===== src/rtl/txc_pkg.sv =====
package txc_pkg;
  typedef enum logic {
    SEL_TICK = 1'b0,
    SEL_MAX  = 1'b1
  } txc_sel_e;

  typedef struct packed {
    logic by_timer;
    logic by_count;
    logic by_flush;
  } txc_cause_t;
endpackage


===== src/rtl/txc_us_prescaler.sv =====
module txc_us_prescaler #(
  parameter int CLK_MHZ = 125
) (
  input  logic clk,
  input  logic rst_n,
  output logic us_tick
);
  generate
    if (CLK_MHZ > 1) begin : g_div
      localparam int PW = $clog2(CLK_MHZ);
      localparam logic [PW-1:0] LAST = PW'(CLK_MHZ - 1);
      logic [PW-1:0] pc_q;

      function automatic logic [PW-1:0] f_pc_next(input logic [PW-1:0] pc);
        return (pc == LAST) ? '0 : pc + 1'b1;
      endfunction

      always_ff @(posedge clk) begin
        if (!rst_n) pc_q <= '0;
        else        pc_q <= f_pc_next(pc_q);
      end
      assign us_tick = (pc_q == LAST);

      a_r1_strobe_single: assert property (@(posedge clk) disable iff (!rst_n)
        us_tick |=> !us_tick);
      a_r1_count_bound: assert property (@(posedge clk) disable iff (!rst_n)
        pc_q <= LAST);
    end else begin : g_pass
      assign us_tick = 1'b1;
    end
  endgenerate
endmodule


===== src/rtl/txc_countdown.sv =====
module txc_countdown #(
  parameter int TICK_W = 16
) (
  input  logic              clk,
  input  logic              rst_n,
  input  logic              reload,
  input  logic [TICK_W-1:0] load_val,
  input  logic              us_tick,
  output logic              expired
);
  logic [TICK_W-1:0] tmr_q;

  function automatic logic [TICK_W-1:0] f_tmr_next(
    input logic [TICK_W-1:0] cur, input logic ld,
    input logic [TICK_W-1:0] lv, input logic step);
    if (ld)                   return lv;
    if (step && cur != '0)    return cur - 1'b1;
    return cur;
  endfunction

  always_ff @(posedge clk) begin
    if (!rst_n) tmr_q <= '0;
    else        tmr_q <= f_tmr_next(tmr_q, reload, load_val, us_tick);
  end
  assign expired = (tmr_q == '0);

  a_r2_reload_value: assert property (@(posedge clk) disable iff (!rst_n)
    reload |=> tmr_q == $past(load_val));
  a_r1_step_on_strobe: assert property (@(posedge clk) disable iff (!rst_n)
    (!reload && !us_tick) |=> $stable(tmr_q));
  a_r3_hold_expired: assert property (@(posedge clk) disable iff (!rst_n)
    (expired && !reload) |=> expired);
endmodule


===== src/rtl/txc_event_tracker.sv =====
module txc_event_tracker #(
  parameter int CNT_W = 8
) (
  input  logic             clk,
  input  logic             rst_n,
  input  logic             adv,
  input  logic             flush,
  input  logic             done,
  output logic             pend,
  output logic             flush_pend,
  output logic [CNT_W-1:0] cnt
);
  localparam logic [CNT_W-1:0] CNT_TOP = '1;
  logic             pend_q, fl_q;
  logic [CNT_W-1:0] cnt_q;

  function automatic logic [CNT_W-1:0] f_cnt_next(
    input logic [CNT_W-1:0] cur, input logic a, input logic clr);
    if (clr)                  return a ? CNT_W'(1) : '0;
    if (a && cur != CNT_TOP)  return cur + 1'b1;
    return cur;
  endfunction

  always_ff @(posedge clk) begin
    if (!rst_n) begin
      pend_q <= 1'b0;
      fl_q   <= 1'b0;
      cnt_q  <= '0;
    end else begin
      pend_q <= adv | (pend_q & ~done);
      fl_q   <= (adv & flush) | (fl_q & ~done);
      cnt_q  <= f_cnt_next(cnt_q, adv, done);
    end
  end

  assign pend       = pend_q;
  assign flush_pend = fl_q;
  assign cnt        = cnt_q;

  a_r6_saturate: assert property (@(posedge clk) disable iff (!rst_n)
    (cnt_q == CNT_TOP && !done) |=> cnt_q == CNT_TOP);
  a_r9_rearm: assert property (@(posedge clk) disable iff (!rst_n)
    (done && adv) |=> (pend_q && cnt_q == CNT_W'(1)));
  a_r9_clear: assert property (@(posedge clk) disable iff (!rst_n)
    (done && !adv) |=> (!pend_q && !fl_q && cnt_q == '0));
endmodule


===== src/rtl/txc_coalescer.sv =====
module txc_coalescer
  import txc_pkg::*;
#(
  parameter int CLK_MHZ = 125,
  parameter int TICK_W  = 16,
  parameter int CNT_W   = 8
) (
  input  logic              clk,
  input  logic              rst_n,
  input  logic              wr_en,
  input  logic              wr_sel,
  input  logic [TICK_W-1:0] wr_data,
  input  logic              ci_adv,
  input  logic              ci_flush,
  input  logic              upd_other,
  input  logic              upd_ack,
  output logic              upd_req
);
  logic [TICK_W-1:0] tick_q;
  logic [CNT_W-1:0]  max_q;
  logic              us_tick, expired, upd_done, trig, req_q;
  logic              pend, flush_pend;
  logic [CNT_W-1:0]  cnt;
  txc_cause_t        cause;

  assign upd_done = upd_ack | upd_other;

  always_ff @(posedge clk) begin
    if (!rst_n) begin
      tick_q <= '0;
      max_q  <= '0;
    end else if (wr_en) begin
      if (wr_sel == SEL_MAX) max_q  <= wr_data[CNT_W-1:0];
      else                   tick_q <= wr_data;
    end
  end

  txc_us_prescaler #(.CLK_MHZ(CLK_MHZ)) u_pre (
    .clk(clk), .rst_n(rst_n), .us_tick(us_tick));

  txc_countdown #(.TICK_W(TICK_W)) u_tmr (
    .clk(clk), .rst_n(rst_n), .reload(upd_done), .load_val(tick_q),
    .us_tick(us_tick), .expired(expired));

  txc_event_tracker #(.CNT_W(CNT_W)) u_evt (
    .clk(clk), .rst_n(rst_n), .adv(ci_adv), .flush(ci_flush), .done(upd_done),
    .pend(pend), .flush_pend(flush_pend), .cnt(cnt));

  assign cause.by_timer = expired && (tick_q != '0);
  assign cause.by_count = (max_q != '0) && (cnt >= max_q);
  assign cause.by_flush = flush_pend;
  assign trig           = pend && (|cause);

  always_ff @(posedge clk) begin
    if (!rst_n)        req_q <= 1'b0;
    else if (upd_done) req_q <= 1'b0;
    else               req_q <= req_q | trig;
  end
  assign upd_req = req_q;

  a_r8_hold: assert property (@(posedge clk) disable iff (!rst_n)
    (upd_req && !upd_done) |=> upd_req);
  a_r8_drop: assert property (@(posedge clk) disable iff (!rst_n)
    upd_done |=> !upd_req);
  a_r4_needs_event: assert property (@(posedge clk) disable iff (!rst_n)
    $rose(upd_req) |-> $past(pend));
  a_r5_timer_off: assert property (@(posedge clk) disable iff (!rst_n)
    ($rose(upd_req) && $past(tick_q) == '0) |-> $past(cause.by_count || flush_pend));
endmodule


===== config.mk =====
export PLATFORM = sky130hd
export DESIGN_NAME = txc_coalescer
export DESIGN_NICKNAME = d
export VERILOG_FILES = /design/src/rtl/txc_pkg.sv /design/src/rtl/txc_us_prescaler.sv /design/src/rtl/txc_countdown.sv /design/src/rtl/txc_event_tracker.sv /design/src/rtl/txc_coalescer.sv
export SDC_FILE = /design/constraint.sdc
export NUM_CORES = 1
export LEC_CHECK = 0
export BUFFER_PORTS_ARGS = -buffer_cell sky130_fd_sc_hd__buf_4
export CAP_MARGIN = 20
export CORE_MARGIN = 4
export CORE_UTILIZATION = 35
export CTS_CLUSTER_SIZE = 20
export DETAILED_ROUTE_END_ITERATION = 7
export PLACE_DENSITY = 0.54
export SYNTH_ARGS = -nofsm -noshare
export SYNTH_HDL_FRONTEND = slang
export SYNTH_SLANG_ARGS = --single-unit

===== constraint.sdc =====
create_clock -name clk -period 3.1 [get_ports clk]
set_clock_uncertainty 0.05 [all_clocks]
set_input_delay 0.31 -clock clk [delete_from_list [all_inputs] [get_ports clk]]
set_output_delay 0.31 -clock clk [all_outputs]
set_load 0.01 [all_outputs]

==> results.json <==
{
  "outcome": "complete, no violations",
  "rsz0062_at_grt": "no",
  "fin_nets": 426,
  "crit_type": "flop to flop",
  "vdd_drop_max_v": 0.0002393,
  "worst_pin_slew_ns": 0.7983,
  "synthFlopType": "dfxtp_1",
  "antenna_left": 0,
  "synth.distinct_cells": 50,
  "slew_headroom_pct": 46.72,
  "crit_buf_inv": 1,
  "whs_path_depth": 3,
  "route.detailed.drc": 0,
  "rr_worst_depth": 6,
  "ctsResizeCount": 0,
  "path_depth": 6,
  "layout_common_cells": "dfxtp_1, nand2_1, a21oi_1",
  "antenna_found_initial": 0,
  "hold_buffers": 0,
  "drtIter0Drc": 116,
  "grt.total_usage_pct": 15.52,
  "critPathTopFamily": "simple AND/OR/NAND/NOR gates",
  "avgViaCountPerCell": 5.512,
  "die_h_um": 100.3,
  "setup_violations": 0,
  "synth_edf_count": 0,
  "cpPeakStageDelay_ns": 0.54,
  "vias": 2745,
  "cp.required_ns": 3.27,
  "syn_nets": 409,
  "async_reset_ff_share_pct": 0,
  "yosysSeqAreaShare_pct": 38.98,
  "clockBufferDepth": 2,
  "start_util_pct": 36.08,
  "cts_tree": "done",
  "worst_setup_path_end_kind": "flop",
  "fp.dieW_um": 100.3,
  "worstSetupStartpointType": "flop",
  "syn-mean-instance-area_um2": 8.008,
  "maxCapViolCount": 0,
  "cts_sinks": 58,
  "cp.arrival_ns": 2.34,
  "nFillCells": 882,
  "period_share_pct": 69.96,
  "cts_max_level": 3,
  "path_clk_slew_ns": 0.07,
  "crit_path_cell_trace": "inv_1 -> ha_1 -> nor3b_1 -> nand4_1 -> or3_1 -> and3_1",
  "grt_pass1_vias": 2584,
  "max_freq_mhz": 461.1,
  "drt_first_pass_iters": 5,
  "power_leakage_uw": 0.001241,
  "finalHoldViolations": 0,
  "dp_hpwl_um": 5372,
  "core_mm2": 0.008258,
  "critPathLaunch": "u_tmr.tmr_q[0]$_SDFFE_PN0P_",
  "postCtsSetupBuffers": 0,
  "dp.cells": 482,
  "die_area_mm2": 0.01005,
  "hold_class": "primary input to flop",
  "timing.setup.tns_ns": 0,
  "synth_cells": 372,
  "grt_remaining_overflow": 0,
  "endpoint": "u_tmr.tmr_q[14]$_SDFFE_PN0P_",
  "powerDensity_mw_per_mm2": 518.5,
  "layout-area-overhead-vs-synth_pct": 15.62,
  "ys_warn_count": 0,
  "final_common_cell": "dfxtp_1",
  "worst_r2r_endpoint": "u_tmr.tmr_q[14]$_SDFFE_PN0P_",
  "crit_slowest_cell": "nor3b_1",
  "ios": 25,
  "fin_cells": 498,
  "gp_congestion": 0.7980,
  "critPathMaxFanout": 6,
  "n_antenna_cell": 0,
  "clk_latency_ns": 0.33,
  "cts_made_buffers": 9,
  "layout-drive-gt1-share_pct": 12.98,
  "io_buffers": 24,
  "syn-cell-area_mm2": 0.002979,
  "grt_max_degree": 24,
  "num_rows": 33,
  "reg2reg_from": "u_tmr.tmr_q[0]$_SDFFE_PN0P_",
  "synth-seq-cells": 58,
  "grt_pass1_wl_um": 12570,
  "fin_crit_ns": 2.169,
  "drv_slew": 0,
  "cts-root-buf": "clkbuf_8",
  "wl_per_cell_um": 14.90,
  "reg2reg_slack_ns": 0.93,
  "totalWireLength_um": 7418
}
## synthesized netlist by cell type, drive strengths merged (9+ instances only)
cell,n,area share (%)
ha,13,5.5
o31ai,9,2.3
clkbuf,18,2.3
nand2,57,7.2
nor4,10,3.0
inv,15,1.9
a31oi,13,2.7
o21ai,19,3.2
nand3,18,3.0
a21oi,35,5.9
nor2,22,2.8
dfxtp,58,39
## worst reg2reg max path, stage by stage (launching register included)
cell and delay, ns:
dfxtp_1 0.33, inv_1 0.10, ha_1 0.16, nor3b_1 0.54, nand4_1 0.31, or3_1 0.41
and3_1 0.16
## layout make-up
| type | instances | area (um2) | share of cell area [%] |
|---|---|---|---|
| Clock buffer | 10 | 137.6 | 3.996 |
| Clock inverter | 5 | 78.83 | 2.288 |
| Inverter | 15 | 56.30 | 1.635 |
| Multi-Input combinational cell | 278 | 1677 | 48.67 |
| Sequential cell | 58 | 1161 | 33.71 |
| Tap cell | 105 | 131.4 | 3.814 |
| Timing Repair Buffer | 27 | 202.7 | 5.884 |
## metrics by stage
step	util (%)	instance area (um2)	power (uW)	worst slack [ns]	hold WS, ns
floorplan	-	2979	961.8	1.263	0.3876
detailed placement	39.00	3221	1030	0.9807	0.4141
global placement	39.00	3221	1029	1.039	0.4067
global route	41.71	3445	1870	0.7316	0.1777
finish	41.71	3445	1786	0.9312	0.1692
CTS	41.62	3437	1796	0.9646	0.1637
## kinds of logic after synthesis
logic type | after synthesis | share of synthesized area, %
adders and majority gates | 13 | 5.460
buffers and inverters | 36 | 4.829
and+or+nand+nor | 163 | 29.32
xor gates and xnor gates | 6 | 1.764
DFF | 58 | 38.98
AOI/OAI and AO/OA | 96 | 19.66
## metal layers
metal | GRT usage (%) | vias up | wire (um)
li1 | - | 1400 | -
met1 | 22.81 | 1271 | 3772
met3 | 3.753 | 7 | 358
met5 | 0 | - | 0
met4 | 5.492 | 0 | 87
met2 | 21.97 | 67 | 3200
## registers in the layout (all words and copies together), names as in the netlist
name and cells:
u_evt.cnt 8, u_pre.g_div.pc_q 7, u_tmr.tmr_q 16, u_evt.pend 1, u_evt.flush_pend 1, tick_q 16
max_q 8, upd_req 1
## worst min-delay path by stage
stage / slack (ns) / to / start
4_1_cts: 0.16 / tick_q[8]$_SDFFE_PN0P_ / wr_data[8]
3_5_place_dp: 0.41 / tick_q[6]$_SDFFE_PN0P_ / tick_q[6]$_SDFFE_PN0P_
3_3_place_gp: 0.41 / tick_q[6]$_SDFFE_PN0P_ / tick_q[6]$_SDFFE_PN0P_
2_1_floorplan: 0.39 / u_pre.g_div.pc_q[0]$_SDFF_PP0_ / u_pre.g_div.pc_q[0]$_SDFF_PP0_
6_report: 0.17 / tick_q[8]$_SDFFE_PN0P_ / wr_data[8]
5_1_grt: 0.18 / tick_q[10]$_SDFFE_PN0P_ / wr_data[10]
## power by group
group	internal (uW)	total, uW	switching [uW]
clock	468	771	303
sequential	777	811	33.9
combinational	83.8	204	120
Note: power is estimated with default switching activity, not from simulation.
